$ cat config.mk
export PLATFORM = sky130hd
export DESIGN_NAME = trig_pulse_gen
export DESIGN_NICKNAME = d
export VERILOG_FILES = /design/src/rtl/tpg_pkg.sv /design/src/rtl/tpg_cmd_rx.sv /design/src/rtl/tpg_in_sync.sv /design/src/rtl/tpg_fire_ctrl.sv /design/src/rtl/tpg_reply_tx.sv /design/src/rtl/trig_pulse_gen.sv
export SDC_FILE = /design/constraint.sdc
export NUM_CORES = 1
export LEC_CHECK = 0
export BUFFER_PORTS_ARGS = -buffer_cell sky130_fd_sc_hd__buf_2
export CAP_MARGIN = 10
export CORE_MARGIN = 8
export CORE_UTILIZATION = 60
export DETAILED_ROUTE_END_ITERATION = 10
export HOLD_SLACK_MARGIN = 0.06
export PLACE_DENSITY = 0.75
export SLEW_MARGIN = 20
export SYNTH_ARGS = -nofsm -noshare
export SYNTH_HDL_FRONTEND = slang
export SYNTH_SLANG_ARGS = --single-unit
$ cat constraint.sdc
create_clock -name clk -period 9.03 [get_ports clk]
set_clock_uncertainty 0.05 [all_clocks]
set_input_delay 2.2575 -clock clk [delete_from_list [all_inputs] [get_ports clk]]
set_output_delay 2.2575 -clock clk [all_outputs]
set_load 0.005 [all_outputs]
$ cat src/rtl/tpg_pkg.sv
// Shared types, character codes and the nanosecond-to-cycle conversion.
// Assumes ASCII command bytes.
package tpg_pkg;
    typedef enum logic [2:0] {ST_IDLE, ST_WAIT_RST, ST_WAIT_EDGE, ST_DELAY, ST_PULSE} fire_st_t;
    typedef enum logic [1:0] {M_IDLE, M_ARMED, M_RUN} meas_st_t;
    typedef enum logic [1:0] {RP_NONE, RP_OK, RP_STATUS} reply_t;

    localparam logic [7:0] CH_LF = 8'h0A;
    localparam logic [7:0] CH_SP = 8'h20;
    localparam logic [7:0] OP_DELAY  = 8'h44; // D
    localparam logic [7:0] OP_WIDTH  = 8'h57; // W
    localparam logic [7:0] OP_EDGES  = 8'h45; // E
    localparam logic [7:0] OP_ARM_R  = 8'h52; // R
    localparam logic [7:0] OP_ARM_B  = 8'h42; // B
    localparam logic [7:0] OP_DISARM = 8'h58; // X
    localparam logic [7:0] OP_STATUS = 8'h53; // S
    localparam logic [7:0] OP_MEAS   = 8'h54; // T

    // Round a nanosecond count up to whole cycles, never below one.
    function automatic logic [31:0] ns_to_cyc(input logic [31:0] ns, input int unsigned period);
        logic [32:0] q;
        q = ({1'b0, ns} + 33'(period) - 33'd1) / 33'(period);
        return (q == '0) ? 32'd1 : q[31:0];
    endfunction
endpackage

$ cat src/rtl/tpg_cmd_rx.sv
// Command byte parser: a letter opens a command, digits build its decimal
// value, line feed issues it as a one-cycle strobe. Other bytes are dropped.
// Assumes values fit in VAL_W bits (larger values wrap).
module tpg_cmd_rx #(
    parameter int VAL_W = 32
) (
    input  logic             clk,
    input  logic             rst_n,
    input  logic             rx_valid,
    input  logic [7:0]       rx_data,
    output logic             cmd_valid,
    output logic [7:0]       cmd_op,
    output logic [VAL_W-1:0] cmd_val
);
    logic [7:0]       letter_q;
    logic [VAL_W-1:0] acc_q;
    logic             is_digit, is_letter;

    assign is_digit  = (rx_data >= 8'h30) && (rx_data <= 8'h39);
    assign is_letter = (rx_data >= 8'h41) && (rx_data <= 8'h5A);

    // Collect letter and digits; emit command on line feed.
    always_ff @(posedge clk) begin
        if (!rst_n) begin
            letter_q  <= '0;
            acc_q     <= '0;
            cmd_valid <= 1'b0;
            cmd_op    <= '0;
            cmd_val   <= '0;
        end else begin
            cmd_valid <= 1'b0;
            if (rx_valid) begin
                if (rx_data == tpg_pkg::CH_LF) begin
                    cmd_valid <= (letter_q != '0);
                    cmd_op    <= letter_q;
                    cmd_val   <= acc_q;
                    letter_q  <= '0;
                    acc_q     <= '0;
                end else if (is_digit) begin
                    acc_q <= acc_q * VAL_W'(10) + VAL_W'(rx_data - 8'h30);
                end else if (is_letter) begin
                    letter_q <= rx_data;
                    acc_q    <= '0;
                end
            end
        end
    end
endmodule

$ cat src/rtl/tpg_in_sync.sv
// Two-flop synchroniser plus edge detector for each of N asynchronous lines.
// An edge is reported two clocks after it is first sampled.
module tpg_in_sync #(
    parameter int N = 2
) (
    input  logic         clk,
    input  logic         rst_n,
    input  logic [N-1:0] din,
    output logic [N-1:0] rise,
    output logic [N-1:0] toggle
);
    for (genvar i = 0; i < N; i++) begin : g_line
        logic [2:0] sh;
        // Shift: two sync stages, then the previous synchronised value.
        always_ff @(posedge clk) begin
            if (!rst_n) sh <= '0;
            else        sh <= {sh[1:0], din[i]};
        end
        assign rise[i]   = sh[1] & ~sh[2];
        assign toggle[i] = sh[1] ^ sh[2];
    end
endmodule

$ cat src/rtl/tpg_fire_ctrl.sv
// Configuration registers, arm/trigger/delay/pulse sequencer and the
// edge-interval measurement. Requests a reply for each accepted command.
// Assumes the trigger inputs are already synchronised.
module tpg_fire_ctrl
    import tpg_pkg::*;
#(
    parameter int CNT_W         = 32,
    parameter int CLK_PERIOD_NS = 4,
    parameter int EDGE_DEFAULT  = 24
) (
    input  logic             clk,
    input  logic             rst_n,
    input  logic             cmd_valid,
    input  logic [7:0]       cmd_op,
    input  logic [CNT_W-1:0] cmd_val,
    input  logic             rst_rise,
    input  logic             dat_edge,
    output logic             pulse_on,
    output reply_t           reply_req,
    output logic [CNT_W-1:0] delay_cyc,
    output logic [CNT_W-1:0] width_cyc,
    output logic [CNT_W-1:0] edge_tgt,
    output logic [CNT_W-1:0] meas_cyc
);
    fire_st_t         state;
    meas_st_t         m_st;
    logic [CNT_W-1:0] cnt, ecnt, mcnt;
    logic             busy, is_arm;

    assign busy     = (state == ST_DELAY) || (state == ST_PULSE);
    assign pulse_on = (state == ST_PULSE);
    assign is_arm   = cmd_valid && ((cmd_op == OP_ARM_R) || (cmd_op == OP_ARM_B));

    // Sequencer and configuration: trigger wait, delay, pulse, commands.
    always_ff @(posedge clk) begin
        if (!rst_n) begin
            state     <= ST_IDLE;
            cnt       <= '0;
            ecnt      <= '0;
            delay_cyc <= CNT_W'(1);
            width_cyc <= CNT_W'(1);
            edge_tgt  <= CNT_W'(EDGE_DEFAULT);
            reply_req <= RP_NONE;
        end else begin
            reply_req <= RP_NONE;
            case (state)
                ST_WAIT_RST: if (rst_rise) begin
                    state <= ST_DELAY;
                    cnt   <= CNT_W'(1);
                end
                ST_WAIT_EDGE: if (dat_edge) begin
                    if (ecnt + CNT_W'(1) >= edge_tgt) begin
                        state <= ST_DELAY;
                        cnt   <= CNT_W'(1);
                    end else begin
                        ecnt <= ecnt + CNT_W'(1);
                    end
                end
                ST_DELAY: if (cnt >= delay_cyc) begin
                    state <= ST_PULSE;
                    cnt   <= CNT_W'(1);
                end else begin
                    cnt <= cnt + CNT_W'(1);
                end
                ST_PULSE: if (cnt >= width_cyc) state <= ST_IDLE;
                          else cnt <= cnt + CNT_W'(1);
                default: ;
            endcase
            if (cmd_valid) begin
                case (cmd_op)
                    OP_DELAY: begin
                        delay_cyc <= CNT_W'(ns_to_cyc(32'(cmd_val), CLK_PERIOD_NS));
                        reply_req <= RP_OK;
                    end
                    OP_WIDTH: begin
                        width_cyc <= CNT_W'(ns_to_cyc(32'(cmd_val), CLK_PERIOD_NS));
                        reply_req <= RP_OK;
                    end
                    OP_EDGES: begin
                        edge_tgt  <= (cmd_val == '0) ? CNT_W'(1) : cmd_val;
                        reply_req <= RP_OK;
                    end
                    OP_ARM_R: if (!busy) begin
                        state     <= ST_WAIT_RST;
                        reply_req <= RP_OK;
                    end
                    OP_ARM_B: if (!busy) begin
                        state     <= ST_WAIT_EDGE;
                        ecnt      <= '0;
                        reply_req <= RP_OK;
                    end
                    OP_DISARM: begin
                        state     <= ST_IDLE;
                        reply_req <= RP_OK;
                    end
                    OP_STATUS: reply_req <= RP_STATUS;
                    OP_MEAS:   reply_req <= RP_OK;
                    default: ;
                endcase
            end
        end
    end

    // Calibration: cycles between the first two data edges after T.
    always_ff @(posedge clk) begin
        if (!rst_n) begin
            m_st     <= M_IDLE;
            mcnt     <= '0;
            meas_cyc <= '0;
        end else if (cmd_valid && cmd_op == OP_MEAS) begin
            m_st <= M_ARMED;
        end else begin
            case (m_st)
                M_ARMED: if (dat_edge) begin
                    m_st <= M_RUN;
                    mcnt <= CNT_W'(1);
                end
                M_RUN: if (dat_edge) begin
                    meas_cyc <= mcnt;
                    m_st     <= M_IDLE;
                end else begin
                    mcnt <= mcnt + CNT_W'(1);
                end
                default: ;
            endcase
        end
    end

    a_r7_abort_idle: assert property (@(posedge clk) disable iff (!rst_n)
        (cmd_valid && cmd_op == OP_DISARM) |=> (state == ST_IDLE));
    a_r8_no_rearm_busy: assert property (@(posedge clk) disable iff (!rst_n)
        (busy && is_arm) |=> (state != ST_WAIT_RST && state != ST_WAIT_EDGE));
    a_r6_pulse_ends_idle: assert property (@(posedge clk) disable iff (!rst_n)
        ($past(state) == ST_PULSE && state != ST_PULSE) |-> (state == ST_IDLE));
    a_r2_min_one: assert property (@(posedge clk) disable iff (!rst_n)
        (delay_cyc != '0 && width_cyc != '0 && edge_tgt != '0));
endmodule

$ cat src/rtl/tpg_reply_tx.sv
// Reply serialiser: sends "OK\n" or a 36-byte hex status line.
// Fields are captured when the reply starts. A request that arrives
// while a reply is still going out is dropped.
module tpg_reply_tx
    import tpg_pkg::*;
#(
    parameter int CNT_W = 32
) (
    input  logic             clk,
    input  logic             rst_n,
    input  reply_t           req,
    input  logic [CNT_W-1:0] fld0,
    input  logic [CNT_W-1:0] fld1,
    input  logic [CNT_W-1:0] fld2,
    input  logic [CNT_W-1:0] fld3,
    output logic             tx_valid,
    output logic [7:0]       tx_data,
    input  logic             tx_ready
);
    localparam int OK_LEN   = 3;
    localparam int FLD_CH   = 9;
    localparam int STAT_LEN = 4 * FLD_CH;

    logic        active;
    reply_t      kind;
    logic [5:0]  idx, last;
    logic [31:0] snap [4];
    logic [1:0]  fsel;
    logic [3:0]  pos, nib;

    assign tx_valid = active;
    assign last     = (kind == RP_OK) ? 6'(OK_LEN - 1) : 6'(STAT_LEN - 1);

    // Start a reply, step through its bytes, finish on the last one.
    always_ff @(posedge clk) begin
        if (!rst_n) begin
            active <= 1'b0;
            kind   <= RP_NONE;
            idx    <= '0;
            for (int i = 0; i < 4; i++) snap[i] <= '0;
        end else if (!active) begin
            if (req != RP_NONE) begin
                active  <= 1'b1;
                kind    <= req;
                idx     <= '0;
                snap[0] <= 32'(fld0);
                snap[1] <= 32'(fld1);
                snap[2] <= 32'(fld2);
                snap[3] <= 32'(fld3);
            end
        end else if (tx_ready) begin
            if (idx == last) active <= 1'b0;
            else             idx    <= idx + 6'd1;
        end
    end

    // Byte for the current index.
    always_comb begin
        fsel = 2'(idx / 6'(FLD_CH));
        pos  = 4'(idx % 6'(FLD_CH));
        nib  = 4'(snap[fsel] >> {3'(3'd7 - pos[2:0]), 2'b00});
        if (kind == RP_OK) begin
            case (idx)
                6'd0:    tx_data = 8'h4F;
                6'd1:    tx_data = 8'h4B;
                default: tx_data = CH_LF;
            endcase
        end else if (pos == 4'd8) begin
            tx_data = (idx == 6'(STAT_LEN - 1)) ? CH_LF : CH_SP;
        end else begin
            tx_data = (nib < 4'd10) ? 8'h30 + 8'(nib) : 8'h37 + 8'(nib);
        end
    end

    a_r3_hold_on_stall: assert property (@(posedge clk) disable iff (!rst_n)
        (tx_valid && !tx_ready) |=> (tx_valid && $stable(tx_data)));
endmodule

$ cat src/rtl/trig_pulse_gen.sv
// Top: command parser, input synchronisers, sequencer and reply serialiser.
// sw_en is low only during reset. sw_sel_n is low only during the pulse.
module trig_pulse_gen #(
    parameter int CNT_W         = 32,
    parameter int CLK_PERIOD_NS = 4,
    parameter int EDGE_DEFAULT  = 24
) (
    input  logic       clk,
    input  logic       rst_n,
    input  logic       rx_valid,
    input  logic [7:0] rx_data,
    output logic       tx_valid,
    output logic [7:0] tx_data,
    input  logic       tx_ready,
    input  logic       line_rst,
    input  logic       line_dat,
    output logic       sw_en,
    output logic       sw_sel_n
);
    logic             cmd_valid, pulse_on;
    logic [7:0]       cmd_op;
    logic [CNT_W-1:0] cmd_val, delay_cyc, width_cyc, edge_tgt, meas_cyc;
    logic [1:0]       rise, toggle;
    tpg_pkg::reply_t  reply_req;

    tpg_cmd_rx #(.VAL_W(CNT_W)) u_rx (
        .clk(clk), .rst_n(rst_n), .rx_valid(rx_valid), .rx_data(rx_data),
        .cmd_valid(cmd_valid), .cmd_op(cmd_op), .cmd_val(cmd_val));

    tpg_in_sync #(.N(2)) u_sync (
        .clk(clk), .rst_n(rst_n), .din({line_dat, line_rst}),
        .rise(rise), .toggle(toggle));

    tpg_fire_ctrl #(.CNT_W(CNT_W), .CLK_PERIOD_NS(CLK_PERIOD_NS),
                    .EDGE_DEFAULT(EDGE_DEFAULT)) u_ctrl (
        .clk(clk), .rst_n(rst_n), .cmd_valid(cmd_valid), .cmd_op(cmd_op),
        .cmd_val(cmd_val), .rst_rise(rise[0]), .dat_edge(toggle[1]),
        .pulse_on(pulse_on), .reply_req(reply_req), .delay_cyc(delay_cyc),
        .width_cyc(width_cyc), .edge_tgt(edge_tgt), .meas_cyc(meas_cyc));

    tpg_reply_tx #(.CNT_W(CNT_W)) u_tx (
        .clk(clk), .rst_n(rst_n), .req(reply_req), .fld0(delay_cyc),
        .fld1(width_cyc), .fld2(edge_tgt), .fld3(meas_cyc),
        .tx_valid(tx_valid), .tx_data(tx_data), .tx_ready(tx_ready));

    // Enable connects the path once reset is released.
    always_ff @(posedge clk) begin
        if (!rst_n) sw_en <= 1'b0;
        else        sw_en <= 1'b1;
    end

    assign sw_sel_n = ~pulse_on;

    a_r4_en_during_pulse: assert property (@(posedge clk) disable iff (!rst_n)
        !sw_sel_n |-> sw_en);
endmodule

==> results of run 1 <==
cells by family (layout without fill, tap and decap cells):
family                     Yosys count  in the layout  share of synthesized area, %
xor gates and xnor gates           196            196                          6.78
other                                1              1                        0.0148
adders and majority gates          202            202                          10.0
muxes                               41             41                          2.46
buffers and inverters              286            277                          4.40
AOI/OAI and AO/OA                  565            566                          14.2
DFF                                452            452                          40.7
and+or+nand+nor                   1157           1157                          21.5
sequential cells by signal, indices dropped and copies added (netlist names):
name,cells
sw_en,1
u_ctrl.cnt,32
u_ctrl.delay_cyc,31
u_ctrl.ecnt,32
u_ctrl.edge_tgt,32
u_ctrl.m_st,2
u_ctrl.mcnt,32
u_ctrl.meas_cyc,32
u_ctrl.reply_req,2
u_ctrl.state,3
u_ctrl.width_cyc,31
u_rx.acc_q,32
u_rx.cmd_op,8
u_rx.cmd_val,32
u_rx.cmd_valid,1
u_rx.letter_q,8
u_sync.g_line.sh,6
u_tx.idx,6
u_tx.kind,2
u_tx.snap,126
u_tx.tx_valid,1
power groups by stage:
stage	combinational (mW)	sequential, mW	clock [mW]
finish	0.136	2.12	1.90
global route	0.150	2.12	1.99
CTS	0.135	2.12	1.92
detailed placement	0.135	2.16	0
global placement	0.130	2.16	0
floorplan	0.0996	2.16	0
worst paths after layout:
kind | end | startpoint | slack, ps | cells past startpoint
setup / recovery | tx_data[2] | u_tx.idx[3] | 510 | 24
hold / removal | u_sync.g_line[0].sh[1] | u_sync.g_line[0].sh[0] | 380 | 1
setup reg to reg | u_ctrl.ecnt[31] | u_ctrl.ecnt[0] | 2600 | 26
hold reg to reg | u_sync.g_line[0].sh[1] | u_sync.g_line[0].sh[0] | 380 | 1
per-layer routing:
layer / global-route usage, % / vias to the layer above / part of all wire [%]
li1: - / 10100 / -
met4: 10.9 / 0 / 4.5
met2: 41.6 / 713 / 45
met5: 0 / - / 0
met3: 3.99 / 161 / 6.8
met1: 35.5 / 9978 / 44
layout by cell type (no fill, tap or decap), types with 78 or more instances in the layout:
cell	instances
nand3_1	78
dfxtp_1	325
nand2_1	418
nor3_1	144
ha_1	200
a21oi_1	237
xnor2_1	102
inv_1	135
nor2_1	227
xor2_1	93
edfxtp_1	126
cells in the mapped netlist, types with 7 or more instances:
library cell	instances
mux2i_1	21
mux4_2	16
and2_1	57
buf_2	11
nand4_1	47
nand2_1	422
inv_1	135
a311o_1	7
a22oi_1	31
a21oi_1	239
nand3_1	80
xnor2_1	103
edfxtp_1	126
nor2_1	228
a22o_1	8
a21o_1	56
o211ai_1	15
dfxtp_1	326
nor2b_1	16
nor3_1	147
o21bai_1	9
and4_1	14
nor4_1	16
or3_1	20
xor2_1	93
clkbuf_1	131
a211oi_1	28
and3_1	49
nand2b_1	25
o21a_1	15
ha_1	200
o21ai_0	69
a31oi_1	14
or2_2	9
repair_timing:
action                     in CTS  in global routing
resized for setup               0                  6
gates cloned                    1                  0
pin swaps                       1                  1
setup buffers                   0                  2
setup endpoints to repair       2                  6
stage by stage:
| stage | utilization, % | std cells |
|---|---|---|
| final | 65.4 | 3431 |
| after global routing | 65.4 | 3431 |
| after CTS | 65.2 | 3429 |
| after detailed placement | 61.6 | 3338 |
| after global placement | 61.6 | 3338 |
| after floorplan | - | 2900 |
cell type report:
class                   count  area share (%)
clock inverters            26           0.672
repair buffers             51            1.23
clock buffers              64            4.80
well taps                 539            2.46
flip-flops and latches    452            37.7
inverters                 136            1.89
multi-input cells        2163            51.3
==> results.yml, run 1 <==
floorplanning:
  row_count: 75
  dieArea_um2: 49100
  ios: 25
  die-width_um: 221
  die_h_um: 221
  core_area_um2: 41900
  start_util_pct: 60.5
layout:
  final_cell_area_um2: 27400
  multi_input_area_um2: 14000
  num-nets-final: 3069
  register_area_um2: 10300
  area_growth_pct: 8.03
  drive_gt1_share_pct: 6.43
  antenna_cells: 0
  fillers: 3414
detailed_routing:
  post_drt_wl_per_cell_um: 19.4
  via_per_inst: 6.11
  wl_um: 66700
  drtAntennaViolNets: 0
  drc: 0
  firstDrtPassIters: 6
  num_vias: 21000
  drtIter0Drc: 1822
worst_setup_path:
  path_buf_inv: 5
  arrival_ps: 6210
  crit_path_end_kind: "primary output"
  cp-start-kind: "flip-flop"
  slowest_stage: "dfxtp_1"
  cp_common_cell: "ha_1"
  crit_chain: "inv_1, ha_1, and2_1, o21a_1, xnor2_2, ha_1, o211a_2, a21oi_1, nor2_1, xnor2_1, ha_1, inv_1, a211o_1, o22ai_4, buf_12, mux2i_1, buf_4, mux2i_1, nand2_1, a32oi_4, nor2b_2, mux2_4, o21ai_2, buf_2"
  slowest_delay_ps: 480
  crit_type: "reg -> out"
  crit_path_max_fanout: 16
  required_ps: 6720
  cp_top_family: "compound AO/OA/AOI/OAI gates"
logic_synthesis:
  synth_seq_cells: 452
  synth_top_flop_cell: "dfxtp_1"
  synth_top_cell_area_share_pct: 25.8
  ys_seq_area_share_pct: 40.7
  synthArstFlopShare_pct: 0
  synth.distinct_cells: 89
  synth_area_leader_cell: "dfxtp_1"
  synth_area_leaders: "dfxtp_1, edfxtp_1, ha_1"
  syn-instance-count: 2900
  synth_nets: 3116
  synth_edf_count: 126
  postSynthAreaPerCell_um2: 8.74
  netlist_area_um2: 25300
  ys_warn_count: 0
flow_run:
  max_cap_violations: 0
place:
  pre_cts_ws_ps: 473
  placed_cell_area_um2: 25800
  gp_routability_congestion: 0.937
  place_hpwl_um: 49000
  io_buffer_count: 23
clocking:
  clkTransAtPathRegs_ps: 60
  htreeDepth: 2
  cts_hold_buf: 0
  root_buffer: "clkbuf_16"
  numCtsBuffers: 49
  insertion_delay_ps: 580
  cts.sinks: 452
  clockBufferDepth: 3
  cts_tree: "yes"
pwr:
  switching_power_uw: 929
  p_comb_share_pct: 3.3
  pwr-share-seq_pct: 51.1
  p_sw_share_pct: 22.4
  leakage_nw: 10.7
  power_mw: 4.15
  peakVddDrop_mv: 0.136
  p_per_area_nw_per_um2: 152
  p_int_mw: 3.22
  pwr-share-clk_pct: 45.7
sta:
  timing.hold.ws_ps: 377
  relSlewSlack_pct: 31.9
  post-route-period-util_pct: 94.3
  rsz0062_at_grt: "no"
  period_needed_ps: 8520
  worst_pin_slew_ps: 1020
  drv_slew: 0
  finalSetupViolCount: 0
  tns_ps: 0
  fin_ws_ps: 514
  max_freq_ghz: 0.117
  hold_viol_final: 0
grt:
  antenna_found_initial: 0
  grt_pass1_wl_um: 106000
  grt_max_degree: 137
  overflow: 0
  grt_pass1_vias: 19700
  grt_use_total_pct: 26.2
outcome:
  status: "completed"
min_path:
  hold_class: "reg -> reg"
Note: power is estimated with default switching activity, not from simulation.
==> run 2, diff against run 1 <==
--- a/config.mk
+++ b/config.mk
@@ -7,11 +7,13 @@
 export LEC_CHECK = 0
 export BUFFER_PORTS_ARGS = -buffer_cell sky130_fd_sc_hd__buf_2
 export CAP_MARGIN = 10
+export CORE_ASPECT_RATIO = 0.7
 export CORE_MARGIN = 8
 export CORE_UTILIZATION = 60
 export DETAILED_ROUTE_END_ITERATION = 10
 export HOLD_SLACK_MARGIN = 0.06
 export PLACE_DENSITY = 0.75
+export REMOVE_ABC_BUFFERS = 1
 export SLEW_MARGIN = 20
 export SYNTH_ARGS = -nofsm -noshare
 export SYNTH_HDL_FRONTEND = slang
==> run 2 against run 1 <==
  * Setup slack got worse by 140 ps
  * Combinational power about the same
  * Die area increased by 0.21%
  * Critical path type unchanged
  * Largest cell class unchanged
==> results.yml, run 2 (same netlist as run 1, synthesis figures left out) <==
outcome:
  status: "completed"
worst_setup_path:
  critPathLaunch: "u_tx.idx[1]"
  critPathCapture: "tx_data[2]"
  cp-start-kind: "flip-flop"
  ff2ff_path_depth: 26
  rr_startpoint: "u_rx.acc_q[1]"
  rr_endpoint: "u_rx.acc_q[30]"
  arrival_ps: 6350
  crit_type: "reg -> out"
  crit_path_max_fanout: 13
  crit_path_end_kind: "primary output"
  r2r_setup_slack_ps: 2380
  required_ps: 6720
detailed_routing:
  via_per_inst: 6.11
  num_vias: 21000
  firstDrtPassIters: 6
  drtIter0Drc: 2362
  wl_um: 68700
  drtAntennaViolNets: 0
  post_drt_wl_per_cell_um: 20.0
  drc: 0
layout:
  final_common_cell: "nand2_1"
  final_cell_mix: "nand2_1, dfxtp_1, a21oi_1"
  largest_reg_flops: 126
  drive_gt1_share_pct: 6.69
  postLayoutCoreUtil_pct: 65.2
  area_growth_pct: 8.07
  antenna_cells: 0
  num-nets-final: 3064
  largest-register: "u_tx.snap"
  final_cell_area_um2: 27400
min_path:
  hold_class: "reg -> reg"
grt:
  grt_pass1_wl_um: 107000
  grt_use_total_pct: 27.1
  grt_pass1_vias: 19400
  overflow: 0
  antenna_found_initial: 1
  grt_max_degree: 186
flow_run:
  max_cap_violations: 0
floorplanning:
  ios: 25
  die-width_um: 262
  dieArea_um2: 49200
  core_area_um2: 42000
  die_h_um: 188
  start_util_pct: 60.3
  row_count: 63
clocking:
  insertion_delay_ps: 570
  cts_hold_buf: 0
  clkTransAtPathRegs_ps: 70
  numCtsBuffers: 43
  htreeDepth: 2
  cts_tree: "yes"
  root_buffer: "clkbuf_16"
  cts.sinks: 452
  clockBufferDepth: 3
pwr:
  p_per_area_nw_per_um2: 151
  leakage_nw: 10.7
  peakVddDrop_mv: 0.168
sta:
  rsz0062_at_grt: "no"
  hold_viol_final: 0
  period_needed_ps: 8660
  post-route-period-util_pct: 95.9
  max_freq_ghz: 0.115
  tns_ps: 0
  finalSetupViolCount: 0
  relSlewSlack_pct: 22.8
  drv_slew: 0
  worst_pin_slew_ps: 1140
place:
  place_hpwl_um: 50800
  placed_cell_area_um2: 25800
  io_buffer_count: 23
  gp_routability_congestion: 0.951
-- run 2: cell count changes in the layout (fill, tap and decap cells not counted), moves of 4 or more --
cell | before | now
clkinv_2 | 9 | 4
clkinvlp_4 | 0 | 4
mux2i_1 | 21 | 17
clkbuf_16 | 49 | 44
mux2i_2 | 0 | 4
clkbuf_8 | 3 | 7
clkinv_1 | 9 | 2
-- run 2: repair_timing --
item,in CTS,in global routing
setup endpoints to repair,1,7
gates resized for setup,4,14
pin swaps,0,1
gates cloned,0,1
buffers inserted,0,1
-- run 2: report_power, final --
| part | internal [mW] | total (mW) | switching, mW |
|---|---|---|---|
| Clock | 1.08 | 1.89 | 0.809 |
| Sequential | 2.10 | 2.12 | 0.0182 |
| Combinational | 0.0408 | 0.136 | 0.0956 |
| Total | 3.22 | 4.14 | 0.923 |
-- run 2: layout make-up --
type                            count  area (um^2)
Multi-Input combinational cell   2162        14000
Inverter                          136          518
Fill cell                        3467        14600
Sequential cell                   452        10300
Tap cell                          552          691
Timing Repair Buffer               53          362
Clock buffer                       62         1240
Clock inverter                     18          220
-- run 2: how the worst min path moves through the flow --
| stage | startpoint | to | slack [ps] | cells past startpoint |
|---|---|---|---|---|
| after floorplan | u_sync.g_line[0].sh[0] | u_sync.g_line[0].sh[1] | 360 | 1 |
| after global placement | u_sync.g_line[0].sh[0] | u_sync.g_line[0].sh[1] | 370 | 1 |
| after detailed placement | u_sync.g_line[0].sh[0] | u_sync.g_line[0].sh[1] | 370 | 1 |
| after CTS | u_sync.g_line[0].sh[0] | u_sync.g_line[0].sh[1] | 390 | 1 |
| after global routing | u_sync.g_line[0].sh[0] | u_sync.g_line[0].sh[1] | 400 | 1 |
| final | u_sync.g_line[0].sh[0] | u_sync.g_line[0].sh[1] | 390 | 1 |
-- run 2: worst max-delay path, cell delays in order, from the launching register on --
cell and delay, ps:
dfxtp_2 420, inv_1 180, ha_1 300, and2_1 190, o21a_2 300, xnor2_2 220
ha_1 240, o211a_2 230, a21oi_1 110, nor2_2 220, buf_6 210, xnor2_2 150
ha_2 250, inv_1 100, a211o_1 330, o22ai_4 190, buf_6 200, mux4_2 320
mux2i_2 260, mux2i_1 150, mux2i_2 290, ha_1 240, nor2b_2 160, mux2_4 310
o21ai_2 100, buf_2 120
-- run 2: stage by stage --
step | hold WS [ps] | std cells | total power [mW] | worst slack (ps)
floorplan | 362 | 2750 | 2.25 | -106
global placement | 372 | 3353 | 2.30 | 672
detailed placement | 370 | 3353 | 2.30 | 420
CTS | 385 | 3433 | 4.16 | 51.8
global route | 396 | 3435 | 4.25 | 7.12
finish | 387 | 3435 | 4.14 | 370
-- run 2: metal layers --
layer / vias up / part of all wire (%) / global-route usage, % / wire [um]
li1: 10100 / - / - / -
met1: 10000 / 47 / 40.5 / 32100
met2: 777 / 42 / 38.7 / 28500
met3: 106 / 9.7 / 7.02 / 6670
met4: 2 / 2.0 / 5.82 / 1380
met5: - / 0.017 / 0 / 12
==> run 3, diff against run 2 <==
--- a/config.mk
+++ b/config.mk
@@ -12,7 +12,7 @@
 export CORE_UTILIZATION = 60
 export DETAILED_ROUTE_END_ITERATION = 10
 export HOLD_SLACK_MARGIN = 0.06
-export PLACE_DENSITY = 0.75
+export PLACE_DENSITY = 0.76
 export REMOVE_ABC_BUFFERS = 1
 export SLEW_MARGIN = 20
 export SYNTH_ARGS = -nofsm -noshare
==> run 3 against run 2 <==
  * First-iteration DRC count decreased by 12%
  * Fmax is 0.39% lower
  * Hold slack got worse by 2.4 ps
  * Highest routed layer is now met4
  * Sequential cell count did not move
==> results.yml, run 3 (same netlist as run 1, synthesis figures left out) <==
layout:
  fillers: 3450
  final_common_cell: "nand2_1"
  multi_input_area_um2: 14000
  num-nets-final: 3065
  final_cell_area_um2: 27400
  area_growth_pct: 8.16
  final_cell_mix: "nand2_1, dfxtp_1, a21oi_1"
  register_area_um2: 10300
  largest_reg_flops: 126
  drive_gt1_share_pct: 6.52
  largest-register: "u_tx.snap"
sta:
  hold_viol_final: 0
  period_needed_ps: 8690
  finalSetupViolCount: 0
  worst_pin_slew_ps: 1020
  rsz0062_at_grt: "no"
  post-route-period-util_pct: 96.3
  relSlewSlack_pct: 31.9
  tns_ps: 0
  drv_slew: 0
  max_freq_ghz: 0.115
  fin_ws_ps: 336
place:
  place_hpwl_um: 50900
  io_buffer_count: 23
  pre_cts_ws_ps: 400
  placed_cell_area_um2: 25800
  gp_routability_congestion: 0.997
pwr:
  p_comb_share_pct: 3.2
  power_mw: 4.17
  p_sw_share_pct: 22.0
  leakage_nw: 10.7
  pwr-share-seq_pct: 50.8
  switching_power_uw: 916
  p_per_area_nw_per_um2: 152
  peakVddDrop_mv: 0.149
  p_int_mw: 3.26
  pwr-share-clk_pct: 45.9
detailed_routing:
  firstDrtPassIters: 5
  num_vias: 21000
  drtIter0Drc: 2072
  drtAntennaViolNets: 0
  wl_um: 68200
  via_per_inst: 6.12
  post_drt_wl_per_cell_um: 19.9
  drc: 0
clocking:
  cts_tree: "yes"
  clkTransAtPathRegs_ps: 60
  insertion_delay_ps: 570
  root_buffer: "clkbuf_16"
  clockBufferDepth: 3
  cts_hold_buf: 0
  numCtsBuffers: 42
  cts.sinks: 452
  htreeDepth: 2
worst_setup_path:
  crit_path_max_fanout: 12
  rr_endpoint: "u_rx.acc_q[30]"
  crit_type: "reg -> out"
  arrival_ps: 6390
  ff2ff_path_depth: 26
  cp-start-kind: "flip-flop"
  required_ps: 6720
  rr_startpoint: "u_rx.acc_q[1]"
  r2r_setup_slack_ps: 2480
  crit_path_end_kind: "primary output"
floorplanning:
  row_count: 63
  die-width_um: 262
  start_util_pct: 60.3
  dieArea_um2: 49200
  core_area_um2: 42000
  die_h_um: 188
  ios: 25
grt:
  antenna_found_initial: 0
  grt_pass1_vias: 19800
  overflow: 0
  grt_max_degree: 140
  grt_use_total_pct: 27.2
  grt_pass1_wl_um: 108000
min_path:
  whs_path_depth: 1
  hold_class: "reg -> reg"
  hp-start: "u_sync.g_line[0].sh[0]"
  whs_endpoint: "u_sync.g_line[0].sh[1]"
outcome:
  status: "completed"
flow_run:
  max_cap_violations: 0
[run 3: area by class of cell]
cell class / instances / share of cell area [%]
inverters: 136 / 1.89
multi-input cells: 2163 / 51.2
clock buffers: 59 / 4.52
clock inverters: 18 / 0.913
repair buffers: 54 / 1.32
diodes: 2 / 0.0183
well taps: 552 / 2.52
flip-flops and latches: 452 / 37.6
[run 3: through the flow]
stage          cells  hold slack, ps  utilization [%]
2_1_floorplan   2750             362                -
4_1_cts         3433             387             65.1
3_5_place_dp    3355             372             61.5
5_1_grt         3434             399             65.2
3_3_place_gp    3355             369             61.5
6_report        3436             385             65.2
[run 3: worst max-delay path by stage]
stage | start | to | slack, ps | cells past startpoint
2_1_floorplan | u_tx.idx[0] | tx_data[2] | -110 | 21
4_1_cts | u_tx.idx[1] | tx_data[2] | 20 | 23
5_1_grt | u_tx.idx[1] | tx_data[2] | 60 | 25
6_report | u_tx.idx[1] | tx_data[2] | 340 | 24
3_3_place_gp | u_tx.idx[1] | tx_data[2] | 610 | 23
3_5_place_dp | u_tx.idx[1] | tx_data[2] | 400 | 23
[run 3: layer usage]
metal	global-route usage [%]	vias up	part of all wire (%)
li1	-	10100	-
met1	40.1	10100	46
met2	39.1	772	41
met3	7.26	106	10
met4	6.33	0	2.0
met5	0	-	0
[run 3: power groups by stage]
stage / Sequential, mW / Combinational, mW / Clock [mW]
2_1_floorplan: 2.16 / 0.0915 / 0
3_3_place_gp: 2.17 / 0.130 / 0
3_5_place_dp: 2.16 / 0.134 / 0
4_1_cts: 2.12 / 0.134 / 1.93
5_1_grt: 2.12 / 0.149 / 2.01
6_report: 2.12 / 0.135 / 1.92
[run 3: timing repair]
action / 4_1_cts / 5_1_grt
cloned: 1 / 0
buffers inserted: 0 / 1
gates resized for setup: 1 / 7
endpoints found under the setup margin: 2 / 7
pin swaps: 1 / 1
[run 3: worst max-delay path: stages, from the launching register on]
cell and delay [ps]:
dfxtp_2 430, inv_1 160, ha_1 290, and2_1 190, o21a_2 300, xnor2_2 240
ha_1 240, o211a_2 240, a21oi_1 100, nor2_1 160, xnor2_1 200, ha_1 280
inv_1 120, a211o_1 400, o22ai_4 200, buf_12 170, mux4_2 290, mux2i_1 330
mux2i_1 150, mux2i_1 380, ha_1 250, nor2b_2 170, mux2_4 320, o21ai_2 100
buf_2 120
